<file path="src/rtl/spi_user_bridge_pkg.sv">
`timescale 1ns/1ps
package spi_user_bridge_pkg;

    // access size codes carried on win_size
    localparam logic [1:0] SZ_BYTE = 2'd0;
    localparam logic [1:0] SZ_HALF = 2'd1;
    localparam logic [1:0] SZ_WORD = 2'd2;

    // mode field value that hands the chip to software
    localparam logic [1:0] MODE_USER = 2'd3;

    // bit position of chip 0's write-enable in the configuration register
    localparam int WE_LSB = 16;

    typedef struct packed {
        logic [1:0] mode;
        logic       stop;
    } chip_ctl_t;

    function automatic logic [2:0] size_to_bytes(input logic [1:0] code);
        case (code)
            SZ_BYTE: return 3'd1;
            SZ_HALF: return 3'd2;
            SZ_WORD: return 3'd4;
            default: return 3'd0;
        endcase
    endfunction

    // reverse byte lanes: lowest lane ends up in the most significant byte
    function automatic logic [31:0] lane_swap(input logic [31:0] w);
        return {w[7:0], w[15:8], w[23:16], w[31:24]};
    endfunction

endpackage

</file>
<file path="src/rtl/sub_regfile.sv">
`timescale 1ns/1ps
module sub_regfile
    import spi_user_bridge_pkg::*;
#(
    parameter int NUM_CS = 3,
    parameter int REG_AW = 4
) (
    input  logic              clk,
    input  logic              rst_n,
    input  logic              reg_we,
    input  logic [REG_AW-1:0] reg_addr,
    input  logic [31:0]       reg_wdata,
    output logic [NUM_CS-1:0] wr_en_o,
    output logic [NUM_CS-1:0] active_o,
    output logic [NUM_CS-1:0] cs_n_o
);

    typedef struct packed {
        logic [NUM_CS-1:0]            wr_en;
        chip_ctl_t [NUM_CS-1:0]       ctl;
    } rf_t;

    rf_t rf_d, rf_q;

    logic unused_wdata_bits;
    assign unused_wdata_bits = ^{reg_wdata[31:WE_LSB+NUM_CS], reg_wdata[WE_LSB-1:3]};

    always_comb begin
        rf_d = rf_q;
        if (reg_we) begin
            if (reg_addr == '0) begin
                rf_d.wr_en = reg_wdata[WE_LSB +: NUM_CS];
            end
            for (int k = 0; k < NUM_CS; k++) begin
                if (reg_addr == REG_AW'(k + 1)) begin
                    rf_d.ctl[k].mode = reg_wdata[1:0];
                    rf_d.ctl[k].stop = reg_wdata[2];
                end
            end
        end
    end

    always_ff @(posedge clk or negedge rst_n) begin
        if (!rst_n) begin
            rf_q.wr_en <= '0;
            for (int k = 0; k < NUM_CS; k++) begin
                rf_q.ctl[k].mode <= 2'd0;
                rf_q.ctl[k].stop <= 1'b1;
            end
        end else begin
            rf_q <= rf_d;
        end
    end

    assign wr_en_o = rf_q.wr_en;

    for (genvar k = 0; k < NUM_CS; k++) begin : g_chip
        assign active_o[k] = (rf_q.ctl[k].mode == MODE_USER) && !rf_q.ctl[k].stop;
        assign cs_n_o[k]   = ~active_o[k];

        // stop bit written high releases the select on the next cycle
        p_stop_releases_r2: assert property (@(posedge clk) disable iff (!rst_n)
            (reg_we && reg_addr == REG_AW'(k + 1) && reg_wdata[2]) |=> cs_n_o[k]);

        // user mode with stop clear selects the chip on the next cycle
        p_user_selects_r1: assert property (@(posedge clk) disable iff (!rst_n)
            (reg_we && reg_addr == REG_AW'(k + 1) && reg_wdata[1:0] == MODE_USER && !reg_wdata[2])
            |=> !cs_n_o[k]);

        // without a control write the select level holds
        p_cs_holds_r2: assert property (@(posedge clk) disable iff (!rst_n)
            !(reg_we && reg_addr == REG_AW'(k + 1)) |=> $stable(cs_n_o[k]));
    end

endmodule

</file>
<file path="src/rtl/sub_access_check.sv">
`timescale 1ns/1ps
module sub_access_check
    import spi_user_bridge_pkg::*;
#(
    parameter int NUM_CS = 3,
    parameter int SEL_W  = 2
) (
    input  logic              write_i,
    input  logic [SEL_W-1:0]  sel_i,
    input  logic [1:0]        addr_lo_i,
    input  logic [1:0]        size_i,
    input  logic [NUM_CS-1:0] active_i,
    input  logic [NUM_CS-1:0] wr_en_i,
    output logic              bad_o
);

    typedef struct packed {
        logic sel_ok;
        logic act;
        logic wen;
        logic misaligned;
        logic size_bad;
    } chk_t;

    chk_t c;

    always_comb begin
        c = '0;
        for (int k = 0; k < NUM_CS; k++) begin
            if (sel_i == SEL_W'(k)) begin
                c.sel_ok = 1'b1;
                c.act    = active_i[k];
                c.wen    = wr_en_i[k];
            end
        end
        c.size_bad   = (size_to_bytes(size_i) == 3'd0);
        c.misaligned = ((size_i == SZ_HALF) && addr_lo_i[0]) ||
                       ((size_i == SZ_WORD) && (addr_lo_i != 2'b00));
        bad_o = c.size_bad || c.misaligned || !c.sel_ok || !c.act ||
                (write_i && !c.wen);
    end

endmodule

</file>
<file path="src/rtl/sub_shift_engine.sv">
`timescale 1ns/1ps
module sub_shift_engine
    import spi_user_bridge_pkg::*;
#(
    parameter int SCK_HALF = 2
) (
    input  logic        clk,
    input  logic        rst_n,
    input  logic        start_i,
    input  logic        bad_i,
    input  logic        write_i,
    input  logic [1:0]  size_i,
    input  logic [31:0] wdata_i,
    input  logic        miso_i,
    output logic        sclk_o,
    output logic        mosi_o,
    output logic        ready_o,
    output logic        err_o,
    output logic [31:0] rdata_o
);

    localparam int DIV_W = (SCK_HALF > 1) ? $clog2(SCK_HALF) : 1;
    localparam logic [DIV_W-1:0] DIV_LAST = DIV_W'(SCK_HALF - 1);

    typedef struct packed {
        logic             busy;
        logic             sclk;
        logic [DIV_W-1:0] div;
        logic [5:0]       bits;
        logic [2:0]       nbytes;
        logic [31:0]      tx;
        logic [31:0]      rx;
        logic             ready;
        logic             err;
        logic [31:0]      rdata;
    } eng_t;

    eng_t e_d, e_q;

    function automatic logic [31:0] gather(input logic [31:0] rx, input logic [2:0] nb);
        case (nb)
            3'd1:    return {24'd0, rx[7:0]};
            3'd2:    return {16'd0, rx[7:0], rx[15:8]};
            default: return lane_swap(rx);
        endcase
    endfunction

    always_comb begin
        e_d       = e_q;
        e_d.ready = 1'b0;
        e_d.err   = 1'b0;
        if (e_q.busy) begin
            if (e_q.div == DIV_LAST) begin
                e_d.div = '0;
                if (!e_q.sclk) begin
                    e_d.sclk = 1'b1;
                    e_d.rx   = {e_q.rx[30:0], miso_i};
                end else begin
                    e_d.sclk = 1'b0;
                    e_d.tx   = {e_q.tx[30:0], 1'b0};
                    e_d.bits = e_q.bits - 6'd1;
                    if (e_q.bits == 6'd1) begin
                        e_d.busy  = 1'b0;
                        e_d.ready = 1'b1;
                        e_d.rdata = gather(e_q.rx, e_q.nbytes);
                    end
                end
            end else begin
                e_d.div = e_q.div + DIV_W'(1);
            end
        end else if (start_i && !e_q.ready) begin
            if (bad_i) begin
                e_d.ready = 1'b1;
                e_d.err   = 1'b1;
            end else begin
                e_d.busy   = 1'b1;
                e_d.sclk   = 1'b0;
                e_d.div    = '0;
                e_d.nbytes = size_to_bytes(size_i);
                e_d.bits   = {size_to_bytes(size_i), 3'b000};
                e_d.tx     = write_i ? lane_swap(wdata_i) : 32'd0;
                e_d.rx     = '0;
            end
        end
    end

    always_ff @(posedge clk or negedge rst_n) begin
        if (!rst_n) begin
            e_q <= '0;
        end else begin
            e_q <= e_d;
        end
    end

    assign sclk_o  = e_q.sclk;
    assign mosi_o  = e_q.busy & e_q.tx[31];
    assign ready_o = e_q.ready;
    assign err_o   = e_q.err;
    assign rdata_o = e_q.rdata;

    p_sclk_idle_low_r6: assert property (@(posedge clk) disable iff (!rst_n)
        !e_q.busy |-> !sclk_o);

    p_ready_pulse_r7: assert property (@(posedge clk) disable iff (!rst_n)
        ready_o |=> !ready_o);

    p_err_with_ready_r8: assert property (@(posedge clk) disable iff (!rst_n)
        err_o |-> ready_o);

    // a refused request never starts the serial clock
    p_refused_quiet_r9: assert property (@(posedge clk) disable iff (!rst_n)
        (!e_q.busy && !e_q.ready && start_i && bad_i) |=> (!e_q.busy && err_o && !sclk_o));

    p_mosi_held_high_r4: assert property (@(posedge clk) disable iff (!rst_n)
        (e_q.busy && sclk_o && e_q.div != DIV_LAST) |=> $stable(mosi_o));

endmodule

</file>
<file path="src/rtl/spi_user_bridge.sv">
`timescale 1ns/1ps
module spi_user_bridge
    import spi_user_bridge_pkg::*;
#(
    parameter int NUM_CS   = 3,
    parameter int REG_AW   = 4,
    parameter int SCK_HALF = 2,
    localparam int SEL_W   = (NUM_CS > 1) ? $clog2(NUM_CS) : 1
) (
    input  logic              clk,
    input  logic              rst_n,
    input  logic              reg_we,
    input  logic [REG_AW-1:0] reg_addr,
    input  logic [31:0]       reg_wdata,
    input  logic              win_req,
    input  logic              win_write,
    input  logic [SEL_W-1:0]  win_sel,
    input  logic [1:0]        win_addr,
    input  logic [1:0]        win_size,
    input  logic [31:0]       win_wdata,
    output logic              win_ready,
    output logic              win_err,
    output logic [31:0]       win_rdata,
    output logic              spi_sclk,
    output logic              spi_mosi,
    output logic [NUM_CS-1:0] spi_cs_n,
    input  logic              spi_miso
);

    logic [NUM_CS-1:0] wr_en;
    logic [NUM_CS-1:0] active;
    logic              bad;

    sub_regfile #(.NUM_CS(NUM_CS), .REG_AW(REG_AW)) u_regs (
        .clk       (clk),
        .rst_n     (rst_n),
        .reg_we    (reg_we),
        .reg_addr  (reg_addr),
        .reg_wdata (reg_wdata),
        .wr_en_o   (wr_en),
        .active_o  (active),
        .cs_n_o    (spi_cs_n)
    );

    sub_access_check #(.NUM_CS(NUM_CS), .SEL_W(SEL_W)) u_check (
        .write_i   (win_write),
        .sel_i     (win_sel),
        .addr_lo_i (win_addr),
        .size_i    (win_size),
        .active_i  (active),
        .wr_en_i   (wr_en),
        .bad_o     (bad)
    );

    sub_shift_engine #(.SCK_HALF(SCK_HALF)) u_engine (
        .clk     (clk),
        .rst_n   (rst_n),
        .start_i (win_req),
        .bad_i   (bad),
        .write_i (win_write),
        .size_i  (win_size),
        .wdata_i (win_wdata),
        .miso_i  (spi_miso),
        .sclk_o  (spi_sclk),
        .mosi_o  (spi_mosi),
        .ready_o (win_ready),
        .err_o   (win_err),
        .rdata_o (win_rdata)
    );

    // the serial clock only runs while the master holds its request
    p_req_held_r7: assert property (@(posedge clk) disable iff (!rst_n)
        $rose(spi_sclk) |-> win_req);

endmodule

</file>
<file path="config.mk">
export PLATFORM = sky130hd
export DESIGN_NAME = spi_user_bridge
export DESIGN_NICKNAME = d
export VERILOG_FILES = /design/src/rtl/spi_user_bridge_pkg.sv /design/src/rtl/sub_regfile.sv /design/src/rtl/sub_access_check.sv /design/src/rtl/sub_shift_engine.sv /design/src/rtl/spi_user_bridge.sv
export SDC_FILE = /design/constraint.sdc
export NUM_CORES = 1
export LEC_CHECK = 0
export ABC_AREA = 1
export BUFFER_PORTS_ARGS = -buffer_cell sky130_fd_sc_hd__buf_2
export CAP_MARGIN = 20
export CORE_ASPECT_RATIO = 0.75
export CORE_MARGIN = 1.5
export CORE_UTILIZATION = 45
export DETAILED_ROUTE_END_ITERATION = 6
export PLACE_DENSITY_LB_ADDON = 0.12
export SYNTH_ARGS = -nofsm -noshare
export SYNTH_HDL_FRONTEND = slang
export SYNTH_SLANG_ARGS = --single-unit
</file>
<file path="constraint.sdc">
create_clock -name clk -period 1.8 [get_ports clk]
set_input_delay 0.36 -clock clk [delete_from_list [all_inputs] [get_ports clk]]
set_output_delay 0.36 -clock clk [all_outputs]
set_load 0.02 [all_outputs]
</file>
==> summary.md, run 1 <==
| Metric | Value |
|---|---|
| Status | completed |
| Hold path startpoint | win_wdata[18] |
| Worst r2r src | u_engine.e_q[102] |
| Dpl cells | 866 |
| CP max FO | 13 |
| Distinct cells, synth | 32 |
| CP dominant cell by count | inv_1 |
| Chip width | 133.5 µm |
| Post-Syn Instances | 654 |
| Wire per inst | 13.95 µm |
| RSZ-0062 raised after global routing | yes |
| Top_reg_cell synth | dfrtp_1 |
| Critical Path AT | between 1500 and 2000 ps |
| Rows | 35 |
| Iter 0 DRT Violations | about 340 |
| Worst R2R Setup Slack | 130 ps |
| WL final | 12570 µm |
| Cell Count, Final, Fillers Out | 901 |
| Pwr Total | ~6.4 mW |
| Syn. warnings | 0 |
| Sw Pwr | 1.524 mW |
| Total GRT Usage | 20.05% |
| Setup violators final | 0 |
| CTS Sinks | 122 |
| CP max-delay cell | dfrtp_1 |
| Bufs on Longest Clock Path | 2 |
| Port-buffer cells | 92 |
| Vias per cell | 5.064 |
| R2r endpoint | u_engine.rdata_o[14] |
| Register bit total from synthesis | 122 |
| IO Count | 119 |
| Number of max-cap violations | 0 |
| Clock network fraction of total power | roughly half |
| Post-synthesis async set-or-reset flop share | 100.0% |
| Initial Util | 46.40% |
| Post-synth top area share | 51.78% |
| Die ar. | approximately 0.013 mm² |
| Worst-path cell chain | inv_1 > ha_1 > nand2_1 > inv_1 > nand4_1 > nor2_2 > buf_4 > o221ai_1 > o21a_1 |
| Leakage | around 3.5 nW |
| Clock Latency Late Sink | 410 ps |
| Placer Congestion | 0.8345 |
| WHS Path Cells | 3 |
| Area contributors post-synth | dfrtp_1 (52%), nand2_1 (10%), nand3_1 (9.8%) |
| Final hold violations | 0 |
| Area Overhead vs Synth | 18.71% |
| Post-synth EDFFs | 0 |
| Register clock-pin slew on the reported worst setup and hold paths | about 60 ps |
| Worst Path Class, Setup | reg2reg |
| Sequential share of power | ~45% |
| WHS Endpoint | u_engine.e_q[76] |
| Via count of the first global-routing pass | around 4400 |
| Mean post-synth cell area | 8.793 µm² |
| Comb pwr share | 4.6% |
| Synthesized area | 0.005751 mm² |
| Max incr delay on CP | 370 ps |
| Slew HR | 68.10% |
| Core area | 0.01239 mm² |
| Net Count, Synth | 736 |
| Layout Nets | around 800 |
| Internal | 4.906 mW |
| Clock root buffer | clkbuf_16 |
| Fmax achieved | roughly 600 MHz |
| CTS buffer count | 17 |
| Yosys top cell by area | dfrtp_1 |
| Crit path time final | 1673 ps |
| Worst EP required | 2100 ps |
| Worst slew pin tran | ~480 ps |
| Overflow after GRT | 0 |
| N_diodes | 0 |
| Global-route wire length before repair | 21320 µm |
| DP HPWL | 8502 µm |
| HP Class | in2reg |
| Layout fillers | around 1100 |
| Sw Ratio | 23.70% |
| PwrDens | 941.9 mW/mm² |
| Sequential fraction of the synthesis area | 53.15% |
| VDD IR max | between 0.0006 and 0.0007 V |
| CP Launch Type | register |
| Share of cells above drive strength 1 | 24.08% |
| Fin crit share | 92.94% |
| R2R depth | 9 |
| Die Span Y | 100.9 µm |
| CTS tree | built |
| DR pass1 iterations | 5 |
| Setup crit end kind | register |
| DRC viols | 0 |
| Via count | 4563 |
| Largest net degree at the start of global routing | 57 |
| Clock Skew | ~12 ps |
| Depth of the CTS H-tree | 4 |
| Slew Viols, Final | 0 |
| Final ANT Viol Nets | 0 |
| Initial antenna violation count | 0 |
[power groups by stage]
| stage | Combinational [mW] | Clock (mW) | Sequential (mW) |
|---|---|---|---|
| 5_1_grt | 0.342 | 3.46 | 2.88 |
| 3_5_place_dp | 0.295 | 0 | 2.92 |
| 6_report | 0.296 | 3.26 | 2.87 |
| 4_1_cts | 0.298 | 3.33 | 2.87 |
| 3_3_place_gp | 0.286 | 0 | 2.91 |
| 2_1_floorplan | 0.123 | 0 | 2.91 |
[layer usage]
layer	vias to the layer above	wire length (µm)	track usage (%)
met3	14	516	3.922
met2	113	5532	28.82
met5	-	0	0
met1	2174	6368	29.77
li1	2262	-	-
met4	0	155	8.027
[repair_timing]
| item | CTS | global route |
|---|---|---|
| endpoints found under the hold margin | 22 | 0 |
| gates resized for setup | 2 | 9 |
| hold buffers | 1 | 0 |
| setup endpoints to repair | 37 | 68 |
| gates cloned | 0 | 1 |
| setup buffers | 0 | 1 |
[per-stage QoR]
stage / setup slack (ps) / setup TNS (ps) / hold WS, ps / instance area, µm² / util [%]
floorplan: 156.7 / 0 / 64.41 / 5751 / -
global placement: 2.436 / 0 / 303.8 / 6166 / 49.75
detailed placement: -47.62 / -88.47 / 307.7 / 6166 / 49.75
CTS: 13.55 / 0 / 146.6 / 6758 / 54.53
global route: -32.30 / -293.0 / 167.4 / 6827 / 55.08
finish: 127.1 / 0 / 161.5 / 6827 / 55.08
[layout by cell type (no fill, tap or decap), types with 4 or more instances in the layout]
cell type / n
clkbuf_16: 18
buf_4: 17
o21a_1: 5
o21ai_2: 11
buf_2: 91
o31ai_1: 16
inv_1: 53
a21oi_1: 8
nand2_1: 156
inv_6: 6
nor2_1: 21
o22ai_1: 11
nand3_1: 113
clkinvlp_4: 5
o221ai_1: 5
o21ai_0: 39
buf_12: 4
dfrtp_1: 119
[how the worst max path moves through the flow]
stage,cells past startpoint,to,start
global placement,10,u_engine.e_q[92],u_regs.rf_q[0]
finish,9,u_engine.rdata_o[14],u_engine.e_q[102]
detailed placement,7,u_engine.ready_o,u_engine.e_q[101]
CTS,12,u_engine.e_q[105],u_regs.rf_q[7]
floorplan,7,u_engine.e_q[46],u_regs.rf_q[3]
global route,12,u_engine.e_q[85],u_regs.rf_q[7]
[cell families after synthesis]
kind of cell | share of synthesized area [%]
simple gates | 23.02
mux | 0.5874
fa+ha+maj | 0.4351
xor+xnor | 0.3047
flops | 53.16
compound gates | 10.73
buf+inv | 11.77
[synthesized netlist by cell type (all sizes together), types with 8 or more instances]
cell type / count
o31ai: 16
nand3: 114
a21oi: 8
o22ai: 11
nand2: 159
nor2: 25
dfrtp: 119
inv: 57
buf: 54
clkbuf: 13
o21ai: 53
[layout make-up]
cell class / instances / area [µm²] / area share (%)
clock buffer: 18 / 439.2 / 6.433
clock inverter: 14 / 137.6 / 2.016
inverter: 57 / 221.5 / 3.244
multi-input combinational: 408 / 2039 / 29.88
sequential: 122 / 3057 / 44.78
tap: 166 / 207.7 / 3.043
timing repair buffer: 116 / 724.4 / 10.61
[flip-flops by register name (all words and copies together), names as in the netlist]
name / cells
u_engine.sclk_o: 1
u_regs.wr_en_o: 3
u_engine.ready_o: 1
u_regs.rf_q: 9
u_engine.e_q: 75
u_engine.err_o: 1
u_engine.rdata_o: 32
[worst max-delay path: cells and delay by family (launching register included)]
| kind | cells | cell delay, ps |
|---|---|---|
| AND/OR/NAND/NOR | 3 | 330 |
| flip-flops | 1 | 370 |
| buffers and inverters | 3 | 370 |
| adder cells (fa/ha/maj) | 1 | 150 |
| AO/OA/AOI/OAI | 2 | 340 |
Power figures use the tool's default switching activity.
==> inputs of run 2 (changes only) <==
- clock period: 1.8 -> 1.9 ns (I/O delays scaled with it)
==> summary.md, run 2 (synthesized netlist as in run 1, its figures left out) <==
| Metric | Value |
|---|---|
| Die Span Y | 100.9 µm (unchanged) |
| VDD IR max | 0.0005644 V (-15%) |
| Fin util | 54.92% (-0.16 points) |
| Wire per inst | 14.07 µm (+0.83%) |
| PwrDens | 940.0 mW/mm² (-0.21%) |
| Number of max-cap violations | 0 (unchanged) |
| Die ar. | 0.01347 mm² (unchanged) |
| Hold path startpoint | win_wdata[19] |
| HP Class | in2reg |
| Bufs on Longest Clock Path | 2 (unchanged) |
| Area Overhead vs Synth | 18.36% |
| Via count of the first global-routing pass | 4306 (-1.1%) |
| Worst Path Class, Setup | reg2reg |
| Fin Setup TNS | 0 ps (unchanged) |
| CP max FO | 38 (+25) |
| Initial Util | 46.40% (unchanged) |
| Fmax achieved | 583.7 MHz (-2.3%) |
| Delay-heaviest family, CP | simple AND/OR/NAND/NOR gates |
| Clock Skew | 12.23 ps (+0.4000 ps) |
| Most frequent cells in the layout | nand2_1 (157), dfrtp_1 (119), nand3_1 (113) |
| WL final | 12550 µm (-0.17%) |
| Global-route wire length before repair | 21280 µm (-0.20%) |
| Clock root buffer | clkbuf_16 |
| Crit path time final | 1713 ps (+40.19 ps) |
| Placer Congestion | 0.8211 (-1.6%) |
| Reg with most FFs | u_engine.e_q |
| Critical Path AT | 2020 ps (+50 ps) |
| Final ANT Viol Nets | 0 (unchanged) |
| Iter 0 DRT Violations | 412 (+20%) |
| Max reg flops | 75 (unchanged) |
| N_diodes | 0 (unchanged) |
| Via count | 4464 (-2.2%) |
| Worst slew pin tran | 472.4 ps (-6.079 ps) |
| DP HPWL | 8202 µm (-3.5%) |
| Worst r2r src | u_regs.rf_q[8] |
| Status | completed |
| RSZ-0062 raised after global routing | no |
| CTS tree | built |
| Worst EP required | 2200 ps (+100 ps) |
| CP max-delay cell | dfrtp_1 |
| CTS Sinks | 122 (unchanged) |
| Placed Area | 0.006133 mm² (-0.53%) |
| DR pass1 iterations | 5 (unchanged) |
| Setup crit end kind | register |
| Met3 wire length | 654 µm (+27%) |
| Largest net degree at the start of global routing | 57 (unchanged) |
| Core area | 0.01239 mm² (unchanged) |
| Post-CTS setup buffer count | 0 (unchanged) |
| M1 WL | 6427 µm (+0.93%) |
| Leakage | 3.455 nW (about the same) |
| Register clock-pin slew on the reported worst setup and hold paths | 60 ps (about the same) |
| Worst R2R Setup Slack | 190 ps (+60 ps) |
| Layout Nets | 797 (-0.87%) |
| DRC viols | 0 (unchanged) |
| R2r endpoint | u_engine.e_q[106] |
| Fin crit share | 90.16% (-2.8 points) |
| Final hold violations | 0 (unchanged) |
| Port-buffer cells | 92 (unchanged) |
| Share of cells above drive strength 1 | 23.00% (-1.1 points) |
| Total GRT Usage | 19.90% (-0.15 points) |
| WHS Endpoint | u_engine.e_q[77] |
| Hold Slack | 177.3 ps (+15.83 ps) |
| Wire length on met2 | 5341 µm (-3.5%) |
| Initial antenna violation count | 0 (unchanged) |
| Finished Cell Area | 0.006807 mm² (-0.29%) |
| Rows | 35 (unchanged) |
| Clock Latency Late Sink | 420 ps (about the same) |
| Vias per cell | 5.004 (-1.2%) |
| Layout fillers | 1134 (+0.088%) |
| Setup violators final | 0 (unchanged) |
| CP dominant cell by count | nand2_1 |
| Slew Viols, Final | 0 (unchanged) |
| Chip width | 133.5 µm (unchanged) |
| R2R depth | 12 (+3) |
| IO Count | 119 (unchanged) |
| CTS buffer count | 17 (unchanged) |
| Worst-path cell chain | nand2_1 > nor2_2 > nand2_1 > nand2_1 > nand2_1 > nor2_2 > nand3_4 > nand2_2 > buf_12 > nand2_1 > nor2_1 > nor2_1 |
| WP buf/inv | 1 (-2) |
| WHS Path Cells | 3 (unchanged) |
| Depth of the CTS H-tree | 4 (unchanged) |
| Max Used Layer | met4 |
| Overflow after GRT | 0 (unchanged) |
| Max incr delay on CP | 350 ps (-20 ps) |
| CP Launch Type | register |
| Slew HR | 68.51% (+0.41 points) |
| Most common cell after layout, fill and taps aside | nand2_1 |
-- run 2: worst max-delay path by stage --
stage	from	to	slack, ps	cells past startpoint
after global routing	u_regs.rf_q[8]	u_engine.e_q[106]	40	12
after detailed placement	win_sel[0]	u_engine.e_q[82]	40	11
after CTS	u_regs.rf_q[0]	u_engine.e_q[82]	40	10
after floorplan	u_regs.rf_q[3]	u_engine.e_q[46]	260	7
final	u_regs.rf_q[8]	u_engine.e_q[106]	190	12
after global placement	win_sel[1]	u_engine.e_q[90]	80	11
-- run 2: worst register-to-register path: stages (launching register included) --
cell and delay [ps]:
dfrtp_1 350, nand2_1 70, nor2_2 120, nand2_1 60
nand2_1 50, nand2_1 50, nor2_2 170, nand3_4 140
nand2_2 150, buf_12 210, nand2_1 90, nor2_1 100
nor2_1 40
-- run 2: per-stage QoR --
| stage | power (mW) | setup WS, ps | cells |
|---|---|---|---|
| final | 6.398 | 186.9 | 892 |
| after global routing | 6.649 | 37.70 | 892 |
| after CTS | 6.459 | 36.78 | 891 |
| after detailed placement | 3.037 | 41.20 | 860 |
| after global placement | 3.025 | 83.75 | 860 |
| after floorplan | 2.869 | 256.7 | 654 |
-- run 2: what timing repair did --
action	CTS	global route
gates resized for setup	0	6
hold buffers	1	0
endpoints found under the setup margin	0	64
hold endpoints to repair	25	0
-- run 2: final cells by class --
type	count	area, µm²	share of cell area, %
inverters	57	219.0	3.217
well taps	166	207.7	3.051
repair buffers	109	673.1	9.890
flip-flops and latches	122	3057	44.91
clock buffers	19	452.9	6.654
multi-input cells	408	2027	29.78
clock inverters	11	170.2	2.500
-- run 2: metal layers --
layer | global-route usage, % | vias up
met3 | 5.681 | 13
met4 | 6.271 | 0
met5 | 0 | -
met1 | 29.55 | 2080
met2 | 27.94 | 119
li1 | - | 2252
-- run 2: power by group --
group          internal (mW)  switching [mW]
logic                  0.106           0.168
clock network           2.25            1.16
registers               2.68          0.0390
total                   5.03            1.36
==> inputs of run 3 (changes only) <==
- CORE_MARGIN: 1.5 -> 2
- CTS_CLUSTER_DIAMETER: unset -> 80
==> summary.md, run 3 (synthesized netlist as in run 1, its figures left out) <==
| Metric | Value |
|---|---|
| Critical Path AT | 2020 ps (about the same) |
| Sw Pwr | 1.409 mW (+3.2%) |
| Share of cells above drive strength 1 | 22.79% (-0.21 points) |
| CTS buffer count | 17 (unchanged) |
| Slew Viols, Final | 0 (unchanged) |
| Clock root buffer | clkbuf_16 |
| Cell Count, Final, Fillers Out | 890 (-0.22%) |
| Overflow after GRT | 0 (unchanged) |
| Max reg flops | 75 (unchanged) |
| Final hold violations | 0 (unchanged) |
| Sw Ratio | 23.01% (+1.7 points) |
| Fmax achieved | 595.6 MHz (+2.0%) |
| DR pass1 iterations | 5 (unchanged) |
| Depth of the CTS H-tree | 4 (unchanged) |
| IO Count | 119 (unchanged) |
| Worst EP required | 2240 ps (+40 ps) |
| Placer Congestion | 0.8263 (+0.63%) |
| Worst r2r src | u_regs.rf_q[7] |
| Via count | 4530 (+1.5%) |
| DRC viols | 0 (unchanged) |
| Layout Nets | 794 (-0.38%) |
| Final worst slack | 220.9 ps (+33.99 ps) |
| Setup violators final | 0 (unchanged) |
| Hold Slack | 68.91 ps (-108.4 ps) |
| Number of max-cap violations | 0 (unchanged) |
| PwrDens | 908.7 mW/mm² (-3.3%) |
| Worst slew pin tran | 665.9 ps (+193.5 ps) |
| Bufs on Longest Clock Path | 2 (unchanged) |
| Total GRT Usage | 18.86% (-1.0 points) |
| Setup crit end kind | register |
| Vias per cell | 5.090 (+1.7%) |
| Fin Setup TNS | 0 ps (unchanged) |
| Dpl cells | 858 (-0.23%) |
| Most common cell after layout, fill and taps aside | nand2_1 |
| Largest net degree at the start of global routing | 123 (+120%) |
| Fin crit share | 88.37% (-1.8 points) |
| Fin util | 54.37% (-0.56 points) |
| Rows | 35 (unchanged) |
| Worst Path Class, Setup | reg2reg |
| Clock Latency Late Sink | 410 ps (about the same) |
| Initial antenna violation count | 0 (unchanged) |
| Crit path time final | 1679 ps (-33.99 ps) |
| Finished Cell Area | 0.006738 mm² (-1.0%) |
| CP max FO | 32 (-16%) |
| Via count of the first global-routing pass | 4257 (-1.1%) |
| Pre-CTS setup slack | -30.67 ps (-71.87 ps) |
| Comb pwr share | 4.3% (about the same) |
| Hold Buf Count CTS | 0 (-1) |
| DP HPWL | 7961 µm (-2.9%) |
| Register clock-pin slew on the reported worst setup and hold paths | 50 ps (about the same) |
| CTS Sinks | 122 (unchanged) |
| Clock network fraction of total power | 51.4% (-1.8 points) |
| Sequential share of power | 44.4% (+1.9 points) |
| Chip width | 134.5 µm (+0.75%) |
| Leakage | 3.414 nW (-1.2%) |
| Pwr Total | 6.123 mW (-4.3%) |
| HP Class | in2async |
| CTS tree | built |
| Die Span Y | 101.9 µm (+0.99%) |
| Port-buffer cells | 92 (unchanged) |
| N_diodes | 0 (unchanged) |
| Final ANT Viol Nets | 0 (unchanged) |
| CP Launch Type | register |
| RSZ-0062 raised after global routing | no |
| VDD IR max | 0.0005518 V (-2.2%) |
| R2R depth | 12 (unchanged) |
| Core area | 0.01239 mm² (unchanged) |
| Area Overhead vs Synth | 17.17% |
| Most frequent cells in the layout | nand2_1 (157), dfrtp_1 (119), nand3_1 (113) |
| Initial Util | 46.40% (unchanged) |
| Wire per inst | 13.81 µm (-1.8%) |
| R2r endpoint | u_engine.e_q[94] |
| Worst R2R Setup Slack | 220 ps (+30 ps) |
| Reg with most FFs | u_engine.e_q |
| Global-route wire length before repair | 20670 µm (-2.9%) |
| Die ar. | 0.01371 mm² (+1.7%) |
| Status | completed |
| Iter 0 DRT Violations | 477 (+16%) |
| Internal | 4.714 mW (-6.3%) |
| Clock Skew | 10.92 ps (-1.314 ps) |
| Slew HR | 55.61% (-13 points) |
| WL final | 12290 µm (-2.0%) |
| Placed Area | 0.006106 mm² (-0.45%) |
## run 3: cell types whose count changed in the layout (fill, tap and decap cells not counted), moves of 2 or more
cell / before / now
clkbuf_8: 2 / 0
buf_4: 11 / 9
bufinv_16: 4 / 2
inv_6: 1 / 3
clkinv_4: 1 / 5
## run 3: power by group through the flow
stage	Sequential (mW)	Combinational (mW)	Clock, mW
6_report	2.72	0.263	3.14
2_1_floorplan	2.75	0.116	0
3_5_place_dp	2.76	0.267	0
3_3_place_gp	2.76	0.261	0
4_1_cts	2.72	0.267	3.20
5_1_grt	2.73	0.306	3.34
## run 3: cell type report
class / instances / area (µm²)
tap: 166 / 207.7
clock inverter: 13 / 146.4
clock buffer: 18 / 429.2
sequential: 122 / 3057
fill: 1136 / 5655
inverter: 57 / 221.5
timing repair buffer: 106 / 639.4
multi-input combinational: 408 / 2037
## run 3: timing repair
| item | in CTS | in global routing |
|---|---|---|
| endpoints found under the setup margin | 32 | 80 |
| gates cloned | 0 | 1 |
| setup buffers | 0 | 0 |
| resized for setup | 1 | 8 |
## run 3: critical path, stage by stage, from the launching register on
cell     delay [ps]
dfrtp_1         340
nand2_1          70
nor2_2          120
nand2_1          70
nand2_1          60
nand2_1          70
nor2_4          130
nand3_4         130
buf_4           190
nor2_8           80
buf_12          180
nand2_1         100
nand3_1          80
## run 3: how the worst max path moves through the flow
stage,slack (ps),start,end,cells past startpoint
6_report,220,u_regs.rf_q[7],u_engine.e_q[94],12
5_1_grt,40,u_regs.rf_q[8],u_engine.e_q[94],12
4_1_cts,30,u_engine.e_q[101],u_engine.rdata_o[2],7
3_5_place_dp,-30,win_sel[0],u_engine.e_q[76],11
3_3_place_gp,7,win_sel[1],u_engine.e_q[92],11
2_1_floorplan,260,u_regs.rf_q[3],u_engine.e_q[46],7
## run 3: metal layers
metal	global-route usage (%)	up-vias	share of wire [%]
met5	0	-	0
met1	27.92	2146	50
li1	-	2240	-
met3	4.266	19	5.4
met4	7.287	0	1.5
met2	27.04	125	44
